**src/rtl/bus_recovery_pkg.sv**
```systemverilog
package bus_recovery_pkg;

   typedef enum logic [2:0] {
      RS_IDLE,
      RS_SETTLE,
      RS_CLK_LOW,
      RS_CLK_HIGH,
      RS_STOP_LOW,
      RS_STOP_SETUP,
      RS_STOP_REL
   } rcv_state_t;

   localparam int LINE_COUNT = 2;
   localparam int LINE_SCL   = 0;
   localparam int LINE_SDA   = 1;

   function automatic int max_of(input int a, input int b);
      return (a > b) ? a : b;
   endfunction

endpackage

```
**src/rtl/brs_line_timer.sv**
```systemverilog
module brs_line_timer #(
   parameter int TIMEOUT_CYC = 3000000
) (
   input  logic clk,
   input  logic rst_n,
   input  logic line_in,
   input  logic clear_i,
   output logic expire_o
);
   localparam int CNT_W = $clog2(TIMEOUT_CYC + 1);
   localparam logic [CNT_W-1:0] CNT_LAST = CNT_W'(TIMEOUT_CYC - 1);
   localparam logic [CNT_W-1:0] CNT_SAT  = CNT_W'(TIMEOUT_CYC);

   generate
      if (TIMEOUT_CYC < 2) begin : g_bad_timeout
         $error("brs_line_timer: TIMEOUT_CYC must be at least 2");
      end
   endgenerate

   logic [CNT_W-1:0] cnt_q;
   logic             line_low;

   assign line_low = ~line_in;
   assign expire_o = line_low & ~clear_i & (cnt_q == CNT_LAST);

   always_ff @(posedge clk) begin
      if (!rst_n) begin
         cnt_q <= '0;
      end else if (clear_i || !line_low) begin
         cnt_q <= '0;
      end else if (cnt_q != CNT_SAT) begin
         cnt_q <= cnt_q + CNT_W'(1);
      end
   end

   AST_HIGH_RESTARTS: assert property (@(posedge clk) disable iff (!rst_n)
      line_in |=> (cnt_q == '0));

   AST_SINGLE_EXPIRY: assert property (@(posedge clk) disable iff (!rst_n)
      expire_o |=> !expire_o);

endmodule

```
**src/rtl/brs_recovery_fsm.sv**
```systemverilog
module brs_recovery_fsm
   import bus_recovery_pkg::*;
#(
   parameter int SETTLE_CYC = 4000,
   parameter int HALF_CYC   = 5882,
   parameter int MAX_PULSES = 16
) (
   input  logic clk,
   input  logic rst_n,
   input  logic expire_any_i,
   input  logic scl_in,
   input  logic sda_in,
   input  logic enable,
   output logic en_rise_o,
   output logic scl_pull_o,
   output logic sda_pull_o,
   output logic disconnect_o,
   output logic busy_o
);
   localparam int TMR_W = $clog2(max_of(SETTLE_CYC, HALF_CYC) + 1);
   localparam int PC_W  = $clog2(MAX_PULSES + 1);
   localparam logic [TMR_W-1:0] SETTLE_LAST = TMR_W'(SETTLE_CYC - 1);
   localparam logic [TMR_W-1:0] HALF_LAST   = TMR_W'(HALF_CYC - 1);
   localparam logic [PC_W-1:0]  PULSE_LAST  = PC_W'(MAX_PULSES - 1);
   localparam logic [PC_W-1:0]  PULSE_CAP   = PC_W'(MAX_PULSES);

   generate
      if (SETTLE_CYC < 1) begin : g_bad_settle
         $error("brs_recovery_fsm: SETTLE_CYC must be at least 1");
      end
      if (HALF_CYC < 1) begin : g_bad_half
         $error("brs_recovery_fsm: HALF_CYC must be at least 1");
      end
      if (MAX_PULSES < 1 || MAX_PULSES > 255) begin : g_bad_pulses
         $error("brs_recovery_fsm: MAX_PULSES must be in 1..255");
      end
   endgenerate

   rcv_state_t       state_q;
   logic [TMR_W-1:0] tmr_q;
   logic [PC_W-1:0]  pulse_q;
   logic             disc_q;
   logic             en_q;
   logic             bus_free;
   logic             phase_done;

   assign bus_free   = scl_in & sda_in;
   assign en_rise_o  = enable & ~en_q;
   assign phase_done = (state_q == RS_SETTLE) ? (tmr_q == SETTLE_LAST)
                                              : (tmr_q == HALF_LAST);

   always_ff @(posedge clk) begin
      if (!rst_n) begin
         state_q <= RS_IDLE;
         tmr_q   <= '0;
         pulse_q <= '0;
         disc_q  <= 1'b0;
         en_q    <= 1'b0;
      end else begin
         en_q <= enable;
         if (en_rise_o) begin
            disc_q <= 1'b0;
         end
         if (state_q != RS_IDLE) begin
            tmr_q <= phase_done ? '0 : tmr_q + TMR_W'(1);
         end
         unique case (state_q)
            RS_IDLE: begin
               if (expire_any_i) begin
                  state_q <= RS_SETTLE;
                  tmr_q   <= '0;
                  pulse_q <= '0;
                  disc_q  <= 1'b1;
               end
            end
            RS_SETTLE: begin
               if (phase_done) begin
                  state_q <= bus_free ? RS_STOP_LOW : RS_CLK_LOW;
               end
            end
            RS_CLK_LOW: begin
               if (phase_done) begin
                  state_q <= RS_CLK_HIGH;
               end
            end
            RS_CLK_HIGH: begin
               if (phase_done) begin
                  pulse_q <= pulse_q + PC_W'(1);
                  if (bus_free || pulse_q == PULSE_LAST) begin
                     state_q <= RS_STOP_LOW;
                  end else begin
                     state_q <= RS_CLK_LOW;
                  end
               end
            end
            RS_STOP_LOW: begin
               if (phase_done) begin
                  state_q <= RS_STOP_SETUP;
               end
            end
            RS_STOP_SETUP: begin
               if (phase_done) begin
                  state_q <= RS_STOP_REL;
               end
            end
            RS_STOP_REL: begin
               if (phase_done) begin
                  state_q <= RS_IDLE;
                  disc_q  <= ~bus_free;
               end
            end
            default: begin
               state_q <= RS_IDLE;
            end
         endcase
      end
   end

   assign busy_o       = (state_q != RS_IDLE);
   assign disconnect_o = disc_q;
   assign scl_pull_o   = (state_q == RS_CLK_LOW) || (state_q == RS_STOP_LOW);
   assign sda_pull_o   = (state_q == RS_STOP_LOW) || (state_q == RS_STOP_SETUP);

   AST_TIMEOUT_STARTS: assert property (@(posedge clk) disable iff (!rst_n)
      (!busy_o && expire_any_i) |=> (busy_o && disconnect_o));

   AST_HELD_WHILE_BUSY: assert property (@(posedge clk) disable iff (!rst_n)
      (busy_o && !en_rise_o) |=> (disconnect_o || !busy_o));

   AST_PULSE_CAP: assert property (@(posedge clk) disable iff (!rst_n)
      (pulse_q <= PULSE_CAP));

   AST_ENABLE_RELEASES: assert property (@(posedge clk) disable iff (!rst_n)
      (en_rise_o && !busy_o && !expire_any_i) |=> !disconnect_o);

endmodule

```
**src/rtl/bus_recovery_seq.sv**
```systemverilog
module bus_recovery_seq
   import bus_recovery_pkg::*;
#(
   parameter int TIMEOUT_CYC = 3000000,
   parameter int SETTLE_CYC  = 4000,
   parameter int HALF_CYC    = 5882,
   parameter int MAX_PULSES  = 16
) (
   input  logic clk,
   input  logic rst_n,
   input  logic scl_in,
   input  logic sda_in,
   input  logic enable,
   output logic scl_pull,
   output logic sda_pull,
   output logic disconnect,
   output logic busy
);
   generate
      if (HALF_CYC >= TIMEOUT_CYC) begin : g_bad_ratio
         $error("bus_recovery_seq: HALF_CYC must be shorter than TIMEOUT_CYC");
      end
   endgenerate

   logic [LINE_COUNT-1:0] line_lvl;
   logic [LINE_COUNT-1:0] expire;
   logic                  en_rise;

   assign line_lvl[LINE_SCL] = scl_in;
   assign line_lvl[LINE_SDA] = sda_in;

   for (genvar g = 0; g < LINE_COUNT; g++) begin : g_timer
      brs_line_timer #(
         .TIMEOUT_CYC(TIMEOUT_CYC)
      ) u_timer (
         .clk     (clk),
         .rst_n   (rst_n),
         .line_in (line_lvl[g]),
         .clear_i (en_rise),
         .expire_o(expire[g])
      );
   end

   brs_recovery_fsm #(
      .SETTLE_CYC(SETTLE_CYC),
      .HALF_CYC  (HALF_CYC),
      .MAX_PULSES(MAX_PULSES)
   ) u_fsm (
      .clk         (clk),
      .rst_n       (rst_n),
      .expire_any_i(|expire),
      .scl_in      (scl_in),
      .sda_in      (sda_in),
      .enable      (enable),
      .en_rise_o   (en_rise),
      .scl_pull_o  (scl_pull),
      .sda_pull_o  (sda_pull),
      .disconnect_o(disconnect),
      .busy_o      (busy)
   );

   AST_IDLE_QUIET: assert property (@(posedge clk) disable iff (!rst_n)
      !busy |-> !(scl_pull || sda_pull));

endmodule

```
**config.mk**
```make
export PLATFORM = sky130hd
export DESIGN_NAME = bus_recovery_seq
export DESIGN_NICKNAME = d
export VERILOG_FILES = /design/src/rtl/bus_recovery_pkg.sv /design/src/rtl/brs_line_timer.sv /design/src/rtl/brs_recovery_fsm.sv /design/src/rtl/bus_recovery_seq.sv
export SDC_FILE = /design/constraint.sdc
export NUM_CORES = 1
export LEC_CHECK = 0
export BUFFER_PORTS_ARGS = -buffer_cell sky130_fd_sc_hd__buf_4
export CAP_MARGIN = 10
export CORE_MARGIN = 2
export CORE_UTILIZATION = 45
export CTS_CLUSTER_SIZE = 30
export DETAILED_ROUTE_END_ITERATION = 16
export PLACE_DENSITY = 0.7
export SLEW_MARGIN = 20
export SYNTH_ARGS = -nofsm -noshare
export SYNTH_HDL_FRONTEND = slang
export SYNTH_HIERARCHICAL = 1
export SYNTH_SLANG_ARGS = --single-unit
```
**constraint.sdc**
```tcl
create_clock -name clk -period 3.6 [get_ports clk]
set_clock_uncertainty 0.2 [all_clocks]
set_input_delay 0.36 -clock clk [delete_from_list [all_inputs] [get_ports clk]]
set_output_delay 0.36 -clock clk [all_outputs]
set_load 0.03 [all_outputs]
```
==> results.sh, run 1 <==
export IMPL_io_buffers=8
export IMPL_power_leakage_uw=0.00117
export IMPL_vias=3220
export IMPL_worst_hold_slack_ps=74.9
export IMPL_cts_resized=0
export IMPL_whs_endpoint="u_fsm/en_q"
export IMPL_die_area_um2=8690
export IMPL_status="finished, final reports clean"
export IMPL_initialDrtViolationCount=141
export IMPL_p_clk_frac=0.478
export IMPL_synth_edf_count=0
export IMPL_critPathSlowestCell="or4_1"
export IMPL_crit_top_cell="or4_1"
export IMPL_worstPathMaxFanout=6
export IMPL_clock_sinks=67
export IMPL_drc=0
export IMPL_detail_route_wl_per_cell_um=13.8
export IMPL_antenna_left=0
export IMPL_numCtsBuffers=9
export IMPL_relSlewSlack=0.446
export IMPL_ir_drop_v=0.000235
export IMPL_p_seq_frac=0.501
export IMPL_path_clk_slew_ps=80
export IMPL_hold_depth=3
export IMPL_pre_cts_ws_ps=646
export IMPL_io_pins=9
export IMPL_synthCells=445
export IMPL_fin_crit_ps=2950
export IMPL_clk_path_buf_depth=2
export IMPL_cts_root_buffer="clkbuf_8"
export IMPL_period_share=0.820
export IMPL_cp_required_ps=3630
export IMPL_antenna_cells=0
export IMPL_hp_start="enable"
export IMPL_crit_start="g_timer[1].u_timer/cnt_q[11]"
export IMPL_power_density_nw_per_um2=379
export IMPL_crit_path_end_kind="register"
export IMPL_clock_latency_ps=340
export IMPL_initial_utilization=0.464
export IMPL_syn_to_final_growth_pct=9.50
export IMPL_crit_chain="or4_1 -> or4_1 -> nor4b_2 -> or2_1 -> nor2_1 -> a221o_1 -> a221oi_1"
export IMPL_avgSynthCellArea_um2=8.05
export IMPL_std_cell_rows=32
export IMPL_hold_viol_final=0
export IMPL_path_depth=7
export IMPL_critPathKind="reg -> reg"
export IMPL_critPathBufInv=0
export IMPL_p_sw_uw=325
export IMPL_rsz0062_at_grt="no"
export IMPL_cts_htree_levels=3
export IMPL_ctsHoldBuffers=0
export IMPL_stdcell_count=552
export IMPL_place_hpwl_um=5300
export IMPL_grt_antenna_before_repair=0
export IMPL_cts_tree="done"
export IMPL_combPwrFrac=0.021
export IMPL_ys_seq_area_frac=0.374
export IMPL_regToRegSetupSlack_ps=650
export IMPL_grt_overflow=0
export IMPL_viasPerCell=5.83
export IMPL_power_internal_uw=1160
export IMPL_nets=457
export IMPL_drtPass1Iterations=4
export IMPL_die_w_um=93.2
export IMPL_track_usage=0.188
export IMPL_synthesis_nets=457
export IMPL_setup_viol=0
export IMPL_synth_cell_types=58
export IMPL_cap_violations=0
export IMPL_routed_wirelength_um=7600
export IMPL_tns_ps=0
export IMPL_final_layout_size_suffix_gt1_frac=0.0956
export IMPL_r2r_end="u_fsm/state_q[0]"
export IMPL_setup_ws_ps=647
export IMPL_hold_class="in -> reg"
export IMPL_netlist_area_um2=3580
export IMPL_report_final_slew_viol_count=0
export IMPL_total_power_uw=1490
export IMPL_yosysWarningCount=6
export IMPL_path_delay_family="simple AND/OR/NAND/NOR gates"
export IMPL_grt_pass1_wl_um=13300
export IMPL_grt_pass1_vias=2912
export IMPL_cts_setup_buffers=0
export IMPL_place_congestion=0.799
export IMPL_max_stage_delay_ps=650
export IMPL_rr_worst_depth=7
export IMPL_ys_flop_type="dfxtp_1"
export IMPL_arrival_ps=2980
export IMPL_die_height_um=93.2
export IMPL_worst_slew_pin_slew_ps=824
export IMPL_fmax_mhz=339
export IMPL_grt_max_degree=22
export IMPL_core_region_area_um2=7730
export IMPL_critPathLaunchType="register"
export IMPL_reg2reg_from="g_timer[1].u_timer/cnt_q[11]"
export IMPL_synth_seq_cells=67
export IMPL_placedCellCount=536
export IMPL_synth_async_reset_ratio=0
export IMPL_switching_share=0.219
[through the flow]
| step | util | cell area [µm²] |
|---|---|---|
| 3_3_place_gp | 0.478 | 3700 |
| 6_report | 0.508 | 3920 |
| 4_1_cts | 0.508 | 3920 |
| 2_1_floorplan | - | 3580 |
| 5_1_grt | 0.508 | 3920 |
| 3_5_place_dp | 0.478 | 3700 |
[synthesized netlist by cell type (3+ instances only)]
master / instances / area share
nand3_1: 22 / 0.031
nor3b_1: 3 / 0.0063
and2_1: 4 / 0.0070
a41oi_1: 3 / 0.0073
a21oi_1: 36 / 0.050
nand2b_1: 4 / 0.0070
clkbuf_1: 15 / 0.016
nand4b_1: 5 / 0.012
buf_2: 5 / 0.0070
and4_1: 3 / 0.0073
nor4_1: 9 / 0.016
mux2i_1: 3 / 0.0084
nor3_1: 12 / 0.017
or3_1: 18 / 0.031
xnor2_1: 8 / 0.020
a31oi_1: 6 / 0.010
or4_1: 10 / 0.021
dfxtp_1: 67 / 0.37
o21ai_0: 23 / 0.032
nor2b_1: 3 / 0.0052
ha_1: 7 / 0.024
xor2_1: 10 / 0.024
nand2_1: 47 / 0.049
nor2_1: 37 / 0.039
nand4_1: 16 / 0.028
inv_1: 13 / 0.014
o211ai_1: 5 / 0.010
and3_1: 8 / 0.014
o21a_1: 4 / 0.0084
[worst min-delay path, cell delays in order]
cell and delay [ps]:
buf_4 90, inv_1 50, nor2_1 80
[placed cells by master (no fill, tap or decap), types with 10 or more instances in the layout]
cell type  synthesis  routed
a21oi_1           36      36
clkbuf_8           0      10
dfxtp_1           67      67
inv_1             13      13
nand2_1           47      47
nand3_1           22      22
nand4_1           16      16
nor2_1            37      37
nor3_1            12      12
o21ai_0           23      23
or3_1             18      18
or4_1             10      10
xor2_1            10      10
[flip-flops by register name, summed over array words and instances (netlist names)]
signal                 count
g_timer.u_timer/cnt_q     44
u_fsm/disconnect_o         1
u_fsm/en_q                 1
u_fsm/pulse_q              5
u_fsm/state_q              3
u_fsm/tmr_q               13
[layer usage]
layer / global-route usage / vias to the layer above / part of all wire
li1: - / 1650 / -
met3: 0.0572 / 5 / 0.041
met2: 0.295 / 60 / 0.46
met4: 0.0576 / 0 / 0.0076
met1: 0.247 / 1505 / 0.49
met5: 0 / - / 0
[worst max path at each step]
stage / end / slack [ps]
2_1_floorplan: u_fsm/state_q[0] / 900
3_3_place_gp: u_fsm/state_q[0] / 760
3_5_place_dp: u_fsm/state_q[0] / 650
4_1_cts: u_fsm/state_q[0] / 650
5_1_grt: u_fsm/pulse_q[0] / 530
6_report: u_fsm/state_q[0] / 650
[cell type report]
type	instances	area, µm²
inverter	14	52.6
tap	102	128
clock buffer	10	138
sequential	67	1340
multi-input combinational	344	2110
timing repair buffer	9	67.6
fill	753	3800
clock inverter	6	88.8
[power by group through the flow]
stage | registers, µW | logic [µW] | clock network, µW
floorplan | 762 | 19.8 | 0
global placement | 762 | 31.0 | 0
detailed placement | 763 | 31.0 | 0
CTS | 745 | 31.1 | 728
global route | 746 | 34.9 | 760
finish | 745 | 31.0 | 710
[kinds of logic (layout without fill, tap and decap cells)]
group / Yosys count / in the layout / synth area share
AND/OR/NAND/NOR: 217 / 217 / 0.335
AO/OA/AOI/OAI: 98 / 98 / 0.174
flip-flops: 67 / 67 / 0.374
buffers and inverters: 34 / 39 / 0.0374
XOR/XNOR: 18 / 18 / 0.0440
adder cells (fa/ha/maj): 7 / 7 / 0.0244
multiplexers: 4 / 4 / 0.0115
Power figures use the tool's default switching activity.
==> inputs of run 2 (changes only) <==
- clock period: 3.6 -> 2.9 ns (I/O delays scaled with it)
==> run 2 against run 1 <==
Against the previous run: first-iteration DRC count down 24%; total power up 23%; global-route usage up 0.60 points; highest routed layer unchanged.
==> results.sh, run 2 (same netlist as run 1, synthesis figures left out) <==
export IMPL_viasPerCell=5.81
export IMPL_core_region_area_um2=7730
export IMPL_routed_wirelength_um=7820
export IMPL_hold_viol_final=0
export IMPL_drc=0
export IMPL_clk_path_buf_depth=2
export IMPL_grt_overflow=0
export IMPL_initial_utilization=0.464
export IMPL_grt_max_degree=19
export IMPL_path_clk_slew_ps=70
export IMPL_ctsHoldBuffers=0
export IMPL_period_share=0.936
export IMPL_fmax_mhz=368
export IMPL_vias=3247
export IMPL_power_leakage_uw=0.00121
export IMPL_antenna_cells=0
export IMPL_rsz0062_at_grt="no"
export IMPL_critPathSlowestCell="or4_4"
export IMPL_clock_latency_ps=340
export IMPL_hold_class="in -> reg"
export IMPL_tns_ps=0
export IMPL_regMostFlops="g_timer.u_timer/cnt_q"
export IMPL_io_pins=9
export IMPL_numCtsBuffers=9
export IMPL_crit_chain="or4_1 -> or4_4 -> nor4b_4 -> or2_4 -> nor2_1 -> a221o_1 -> a221oi_1"
export IMPL_worstPathMaxFanout=4
export IMPL_drtPass1Iterations=4
export IMPL_fillers=745
export IMPL_track_usage=0.194
export IMPL_place_congestion=0.806
export IMPL_cts_tree="done"
export IMPL_critPathKind="reg -> reg"
export IMPL_setup_viol=0
export IMPL_cp_required_ps=2930
export IMPL_clock_sinks=67
export IMPL_place_hpwl_um=5540
export IMPL_report_final_slew_viol_count=0
export IMPL_nets=465
export IMPL_grt_antenna_before_repair=0
export IMPL_crit_path_end_kind="register"
export IMPL_worst_slew_pin_slew_ps=798
export IMPL_final_common_cell="dfxtp_1"
export IMPL_detail_route_wl_per_cell_um=14.0
export IMPL_power_density_nw_per_um2=457
export IMPL_ir_drop_v=0.000228
export IMPL_grt_pass1_vias=3017
export IMPL_cts_htree_levels=3
export IMPL_cap_violations=0
export IMPL_io_buffers=8
export IMPL_cts_root_buffer="clkbuf_8"
export IMPL_postLayoutCoreUtil=0.518
export IMPL_critPathLaunchType="register"
export IMPL_die_w_um=93.2
export IMPL_arrival_ps=2750
export IMPL_multi_input_area_um2=2130
export IMPL_largest_reg_flops=44
export IMPL_die_height_um=93.2
export IMPL_register_area_um2=1340
export IMPL_final_cell_mix="dfxtp_1 (67), nand2_1 (47), nor2_1 (37)"
export IMPL_status="finished, final reports clean"
export IMPL_initialDrtViolationCount=107
export IMPL_relSlewSlack=0.463
export IMPL_fin_crit_ps=2720
export IMPL_final_layout_size_suffix_gt1_frac=0.114
export IMPL_grt_pass1_wl_um=13600
export IMPL_std_cell_rows=32
export IMPL_antenna_left=0
export IMPL_syn_to_final_growth_pct=11.7
export IMPL_max_stage_delay_ps=550
export IMPL_die_area_um2=8690
export IMPL_regToRegSetupSlack_ps=180
export IMPL_largestRegisters="g_timer.u_timer/cnt_q: 44 flops, u_fsm/tmr_q: 13 flops, u_fsm/pulse_q: 5 flops"
## run 2: changes by cell type in the layout (fill, tap and decap cells not counted)
cell and delta:
or4_1 -2, buf_4 +8, or2_1 -1, nor4b_4 +2
nor4b_2 -2, or2_4 +1, or4_4 +2, clkinv_4 -1
clkinv_2 -1, clkbuf_1 +1
## run 2: area by class of cell
type,count,share of cell area
flip-flops and latches,67,0.335
multi-input cells,344,0.534
inverters,14,0.0131
well taps,102,0.0319
clock buffers,11,0.0353
clock inverters,4,0.0188
repair buffers,17,0.0319
## run 2: metal layers
| layer | routed length [µm] | share of wire | up-vias | track usage |
|---|---|---|---|---|
| met1 | 3860 | 0.49 | 1542 | 0.253 |
| met2 | 3650 | 0.47 | 42 | 0.319 |
| met3 | 228 | 0.029 | 7 | 0.0363 |
| met4 | 78 | 0.010 | 0 | 0.0699 |
| li1 | - | - | 1656 | - |
| met5 | 0 | 0 | - | 0 |
## run 2: worst paths after layout
check / startpoint / end / cells after the start
worst max-delay path: g_timer[1].u_timer/cnt_q[12] / u_fsm/state_q[0] / 7
worst min-delay path: enable / u_fsm/en_q / 3
worst max register to register: g_timer[1].u_timer/cnt_q[12] / u_fsm/state_q[0] / 7
worst min register to register: u_fsm/pulse_q[3] / u_fsm/pulse_q[3] / 1
## run 2: worst max-delay path, delay by kind of cell, from the launching register on
kind	cells	cell delay, ps
and+or+nand+nor	5	1520
AOI/OAI and AO/OA	2	550
DFF	1	330
## run 2: what timing repair did
action	4_1_cts	5_1_grt
setup endpoints to repair	0	5
buffers inserted	0	1
resized for setup	0	5
## run 2: power breakdown
part	total, µW	switching [µW]	internal, µW	leakage (µW)
Combinational	42.0	27.4	14.6	0.000569
Clock	862	358	503	0.000102
Sequential	925	3.01	922	0.000540
Total	1830	389	1440	0.00121
## run 2: stage by stage
stage,power [µW],std cells,setup WS (ps),cell area [µm²],hold WS [ps]
floorplan,970,445,196,3580,207
global placement,986,543,152,3750,266
detailed placement,988,543,60.1,3750,276
CTS,1850,558,48.1,3970,0.370
global route,1900,559,7.76,4000,37.3
finish,1830,559,185,4000,19.6
